## src/rtl/regbridge.sv

```systemverilog
module regbridge (
  input  logic        clk,
  input  logic        rst_n,
  input  logic        h_sel,
  input  logic        h_wr,
  input  logic        h_rd,
  input  logic [31:0] h_wdata,
  output logic [31:0] h_rdata,
  output logic        ib_req,
  output logic        ib_we,
  output logic [15:0] ib_addr,
  output logic [31:0] ib_wdata,
  input  logic        ib_ack,
  input  logic [31:0] ib_rdata
);
  localparam int BUSY_B = 31;
  localparam int RNW_B  = 30;
  localparam int UP_B   = 29;
  localparam int DN_B   = 28;

  logic        busy_q, rnw_q, up_q, dn_q, req_q, we_q;
  logic [15:0] addr_q;
  logic [31:0] data_q;

  logic idle, cmd_wr, dat_wr, step_rd, done;
  logic [15:0] step_addr;

  assign idle      = !busy_q;
  assign cmd_wr    = idle && h_wr && !h_sel;
  assign dat_wr    = idle && h_wr && h_sel;
  assign step_rd   = idle && h_rd && !h_wr && h_sel && rnw_q && (up_q || dn_q);
  assign done      = req_q && ib_ack;
  assign step_addr = up_q ? addr_q + 16'd1 : addr_q - 16'd1;

  assign h_rdata  = h_sel ? data_q : {busy_q, rnw_q, up_q, dn_q, 12'd0, addr_q};
  assign ib_req   = req_q;
  assign ib_we    = we_q;
  assign ib_addr  = addr_q;
  assign ib_wdata = data_q;

  always_ff @(posedge clk or negedge rst_n) begin
    if (!rst_n) begin
      busy_q <= 1'b0;
      rnw_q  <= 1'b0;
      up_q   <= 1'b0;
      dn_q   <= 1'b0;
      req_q  <= 1'b0;
      we_q   <= 1'b0;
      addr_q <= 16'd0;
      data_q <= 32'd0;
    end else if (done) begin
      req_q  <= 1'b0;
      busy_q <= 1'b0;
      if (!we_q) data_q <= ib_rdata;
    end else if (cmd_wr) begin
      busy_q <= h_wdata[BUSY_B];
      req_q  <= h_wdata[BUSY_B];
      rnw_q  <= h_wdata[RNW_B];
      we_q   <= !h_wdata[RNW_B];
      up_q   <= h_wdata[UP_B];
      dn_q   <= h_wdata[DN_B];
      addr_q <= h_wdata[15:0];
    end else if (dat_wr) begin
      data_q <= h_wdata;
    end else if (step_rd) begin
      addr_q <= step_addr;
      busy_q <= 1'b1;
      req_q  <= 1'b1;
      we_q   <= 1'b0;
    end
  end
endmodule


```

## config.mk

```make
export PLATFORM = sky130hd
export DESIGN_NAME = regbridge
export DESIGN_NICKNAME = d
export VERILOG_FILES = /design/src/rtl/regbridge.sv
export SDC_FILE = /design/constraint.sdc
export NUM_CORES = 1
export LEC_CHECK = 0
export BUFFER_PORTS_ARGS = -buffer_cell sky130_fd_sc_hd__buf_4
export CAP_MARGIN = 40
export CORE_ASPECT_RATIO = 0.75
export CORE_MARGIN = 2
export CORE_UTILIZATION = 51
export CTS_CLUSTER_DIAMETER = 100
export DETAILED_ROUTE_END_ITERATION = 10
export PLACE_DENSITY_LB_ADDON = 0.2
export SYNTH_ARGS = -nofsm -noshare
export SYNTH_HDL_FRONTEND = slang
export SYNTH_SLANG_ARGS = --single-unit
export TNS_END_PERCENT = 30
```

## constraint.sdc

```tcl
create_clock -name clk -period 5.71 [get_ports clk]
set_input_delay 1.142 -clock clk [delete_from_list [all_inputs] [get_ports clk]]
set_output_delay 1.142 -clock clk [all_outputs]
set_load 0.03 [all_outputs]
```

After elaboration in Yosys (flattened, before gate mapping). Cells that the tools add are included.

Add/sub/neg operators: 2. Equality and inequality tests: 4. Muxes and demuxes: 16. Bitwise gates (word level): 1. Reduce and logical (&&, ||, !) cells: 21.

Operators with widths (count): 32-bit two-way mux (5); 16-bit two-way mux (4); 16-bit by 1-bit adder with 16-bit output, second input constant (1); 16-bit by 1-bit subtractor with 16-bit output, second input constant (1); 1-bit logical AND (9); 1-bit two-way mux (7); 3-bit AND reduction (2); 1-bit logical NOT (4); 2-bit != test, second input constant (2); 2-bit AND reduction (2); 2-bit nonzero test (2); 3-bit by 2-bit != test with 1-bit output, second input constant (1); 3-bit nonzero test (1); 2-bit by 1-bit != test with 1-bit output, second input constant (1); 1-bit logical OR (1); 1-bit NOT (1).

Flip-flop bits (word level): 53. Output and inout bits: 82.

Depth between registers and ports, before layout.
Depth in word-level cells: 10. Mapped depth: 9. Depth with buffers taken out: 9.

Worst setup path before layout. Ideal clock, no wire load.

Path kind: input to output. Start: input h_sel. End: output h_rdata[10]. Arrival: 2.258 ns. Data required time: 4.568 ns. Path slack: 2.310 ns. Stages on the path: 3. Cells stage by stage: buf_1 > buf_1 > mux2_2.

Cells in the longest elaborated chain, start to end: 1.

RTL lines: start: declaration (RTL line 4) `input logic h_sel,`; 32-bit two-way mux (RTL line 35) `assign h_rdata = h_sel ? data_q : {busy_q, rnw_q, up_q, dn_q, 12'd0, addr_q};`; end: declaration (RTL line 8) `output logic [31:0] h_rdata,`.

Every way passes these cells.

Worst setup path in the final report.
Start: input h_sel. End: output h_rdata[5].

The elaborated chain is that of the path after synthesis.

==> reports/metrics.json <==
{
  "clock_path_buffers": {"value": 2},
  "timing_hold_violations_final": {"value": 0},
  "cap_viol_max_count": {"value": 0},
  "worstSetupPathType": {"value": "in -> out"},
  "utilization": {"value": 74.18, "unit": "%"},
  "gr-total-overflow": {"value": 0},
  "fmaxAchievable": {"value": 307.2, "unit": "MHz"},
  "design.die.area": {"value": 0.007244, "unit": "mm^2"},
  "power.clock.fraction": {"value": 8.2, "unit": "%"},
  "post-route-drc-count": {"value": 0},
  "synthCells": {"value": 367},
  "synth.yosys.seq_area_share": {"value": 39.57, "unit": "%"},
  "placedInstanceArea": {"value": 0.004571, "unit": "mm^2"},
  "async_flop_share": {"value": 100.0, "unit": "%"},
  "clock_tree.root_cell": {"value": "clkbuf_8"},
  "use_met3": {"value": 5.169, "unit": "%"},
  "drt-pass1-iter-count": {"value": 4},
  "cellLeakagePower": {"value": 0.002374, "unit": "uW"},
  "rr_worst_depth": {"value": 9},
  "setup-violations-final": {"value": 0},
  "port-buffer-count": {"value": 151},
  "htree_levels": {"value": 2},
  "accumulated_negative_setup_slack": {"value": 0, "unit": "ns"},
  "status": {"value": "complete, no violations"},
  "fp-row-count": {"value": 25},
  "regToRegStartpoint": {"value": "up_q"},
  "num_vias": {"value": 3298},
  "synth.yosys.warnings": {"value": 0},
  "core": {"value": 0.006319, "unit": "mm^2"},
  "dp_hpwl": {"value": 6.854, "unit": "mm"},
  "boundaryPins": {"value": 152},
  "synth_largest_area_cell": {"value": "dfrtp_1"},
  "postSynthAreaPerCell": {"value": 9.133, "unit": "um^2"},
  "number_of_antenna_violations_at_the_first_check_in_global_routing": {"value": 0},
  "worstMarginPinSlew": {"value": 0.6776, "unit": "ns"},
  "seq_power_share": {"value": 22.1, "unit": "%"},
  "gr-usage-all-layers": {"value": 26.66, "unit": "%"},
  "postRouteWirelength": {"value": 9.576, "unit": "mm"},
  "timing.critical_path.from": {"value": "h_sel"},
  "post_drt_wl_per_cell": {"value": 16.15, "unit": "um"},
  "total_power": {"value": 3320, "unit": "uW"},
  "drive_above_1_share": {"value": 36.33, "unit": "%"},
  "synth_nets": {"value": 452},
  "tritoncts": {"value": "done"},
  "critical_path_arrival": {"value": 2.11, "unit": "ns"},
  "tightest_slew_margin_relative_to_the_limit": {"value": 54.82, "unit": "%"},
  "synthDominantCellAreaShare": {"value": 39.57, "unit": "%"},
  "synth_top_cells_by_count": {"value": "a21oi_1 (53), dfrtp_1 (53), nor2_1 (50)"},
  "final-max-slew-violation-count": {"value": 0},
  "critical_path_required": {"value": 4.57, "unit": "ns"},
  "antenna-diode-count": {"value": 0},
  "height_of_the_die": {"value": 74.21, "unit": "um"},
  "cts_inserted_buffers": {"value": 5},
  "critical_path.endpoint_type": {"value": "output pin"},
  "worstHoldPathType": {"value": "reg -> reg"},
  "start_kind": {"value": "primary input"},
  "critical_path.endpoint": {"value": "h_rdata[5]"},
  "worst-path-max-fanout": {"value": 40},
  "pwr-share-comb": {"value": 69.8, "unit": "%"},
  "grt_util_met1": {"value": 33.83, "unit": "%"},
  "setup_repair_after_global_routing_missed_its_margin": {"value": "false"},
  "r2r_slack": {"value": 2.55, "unit": "ns"},
  "time_the_final_worst_path_needs_with_i_o_delays_and_setup": {"value": 3.255, "unit": "ns"},
  "cts-hold-fix-buffers": {"value": 0},
  "power.density_cell_area": {"value": 708.4, "unit": "mW/mm^2"},
  "vdd.ir_drop.worst": {"value": 0.0003602, "unit": "V"},
  "routed_via_density": {"value": 5.562},
  "netlist_area": {"value": 0.003352, "unit": "mm^2"},
  "cts_setup_buffers": {"value": 0},
  "start_util": {"value": 53.05, "unit": "%"},
  "clk_transition_reported_paths": {"value": 0.10, "unit": "ns"},
  "post_synth_num_cell_types": {"value": 44},
  "worst_flop_to_flop_path_endpoint": {"value": "ib_addr[15]"},
  "net-switching-power": {"value": 1691, "unit": "uW"},
  "total_of_cells_resized_after_clock_tree_synthesis": {"value": 0},
  "first_global_vias": {"value": 3282},
  "final_nets": {"value": 596},
  "clock_skew": {"value": 0.005745, "unit": "ns"},
  "final_weighted_congestion_in_routability_driven_placement": {"value": 0.9237},
  "die_width": {"value": 97.61, "unit": "um"},
  "clock_latency": {"value": 0.31, "unit": "ns"},
  "syn2layout_area_growth": {"value": 39.83, "unit": "%"},
  "drt_first_iter_violations": {"value": 187},
  "final_min_period_over_clock_period": {"value": 57.01, "unit": "%"},
  "grt_first_pass_wirelength": {"value": 15.57, "unit": "mm"},
  "cts_sinks": {"value": 53},
  "ant_nets": {"value": 0},
  "grt.met2_usage": {"value": 46.36, "unit": "%"},
  "yosys-top-cells-area": {"value": "dfrtp_1 (40%), mux2i_1 (9.6%), a21oi_1 (7.9%), nor2_1 (5.6%), mux2_2 (5.4%)"},
  "synth-seq-cells": {"value": 53},
  "grt_start_max_net_pins": {"value": 55},
  "power.switching_fraction": {"value": 50.91, "unit": "%"},
  "fin_area": {"value": 0.004687, "unit": "mm^2"},
  "number_of_flops_mapped_to_enable_cells_by_yosys": {"value": 0},
  "busiest_layer": {"value": "met2"},
  "dominantRegCellSynth": {"value": "dfrtp_1"},
  "internal_power": {"value": 1630, "unit": "uW"}
}
power by group through the flow:
stage | Clock, uW | Sequential, uW | Combinational (uW)
global route | 289 | 759 | 2510
CTS | 272 | 732 | 2310
finish | 271 | 733 | 2320
floorplan | 0 | 1030 | 1270
detailed placement | 0 | 738 | 2290
global placement | 0 | 729 | 2220
placed cells by master (no fill, tap or decap), types with 2 or more instances in the layout:
cell type	count
a211oi_1	3
a21o_1	6
a21oi_1	53
a22oi_1	4
and2_1	14
and3_1	4
buf_4	155
clkbuf_8	6
dfrtp_1	53
ha_1	14
inv_1	5
mux2_2	16
mux2i_1	32
nand2_1	30
nand3_1	2
nor2_1	50
nor2b_1	3
o21ai_0	11
o21ai_1	8
o22ai_1	3
xnor2_1	6
xor2_1	7
cell type report:
type                       instances  area, um^2
tap                               81       101.3
inverter                           6       22.52
multi-input combinational        290        1957
timing repair buffer             155        1164
clock buffer                       7       86.33
fill                             478        1632
sequential                        53        1326
clock inverter                     1       30.03
worst max-delay path, stage by stage:
cell    delay [ns]
buf_4         0.39
mux2_2        0.40
buf_4         0.17
flip-flops by register name (all words and copies together), names as in the netlist:
| register | cells |
|---|---|
| dn_q | 1 |
| ib_addr | 16 |
| ib_req | 1 |
| ib_wdata | 32 |
| ib_we | 1 |
| rnw_q | 1 |
| up_q | 1 |
how the worst min path moves through the flow:
stage | from | end | slack [ns] | cells past startpoint
4_1_cts | rnw_q | rnw_q | 0.53 | 2
3_5_place_dp | rnw_q | rnw_q | 0.51 | 2
2_1_floorplan | rnw_q | rnw_q | 0.46 | 2
5_1_grt | rnw_q | rnw_q | 0.57 | 2
6_report | rnw_q | rnw_q | 0.53 | 2
3_3_place_gp | rnw_q | rnw_q | 0.51 | 2
routing by layer:
metal | up-vias | part of all wire, %
met5 | - | 0
met4 | 0 | 1.5
met3 | 13 | 7.5
met1 | 1545 | 43
met2 | 151 | 48
li1 | 1589 | -
through the flow:
| step | std cells | setup WS [ns] | hold slack, ns |
|---|---|---|---|
| after CTS | 593 | 2.466 | 0.5347 |
| after detailed placement | 585 | 2.470 | 0.5101 |
| final | 593 | 2.455 | 0.5343 |
| after global placement | 585 | 2.497 | 0.5065 |
| after floorplan | 367 | 2.310 | 0.4637 |
| after global routing | 593 | 2.375 | 0.5734 |
logic make-up after synthesis:
family,after synthesis,share of synthesized area (%)
and+or+nand+nor,111,14.74
AOI/OAI and AO/OA,102,18.51
DFF,53,39.57
muxes,49,15.27
buffers and inverters,24,2.688
adders and majority gates,15,5.823
xor gates and xnor gates,13,3.397
(Power assumes the default switching activity.)
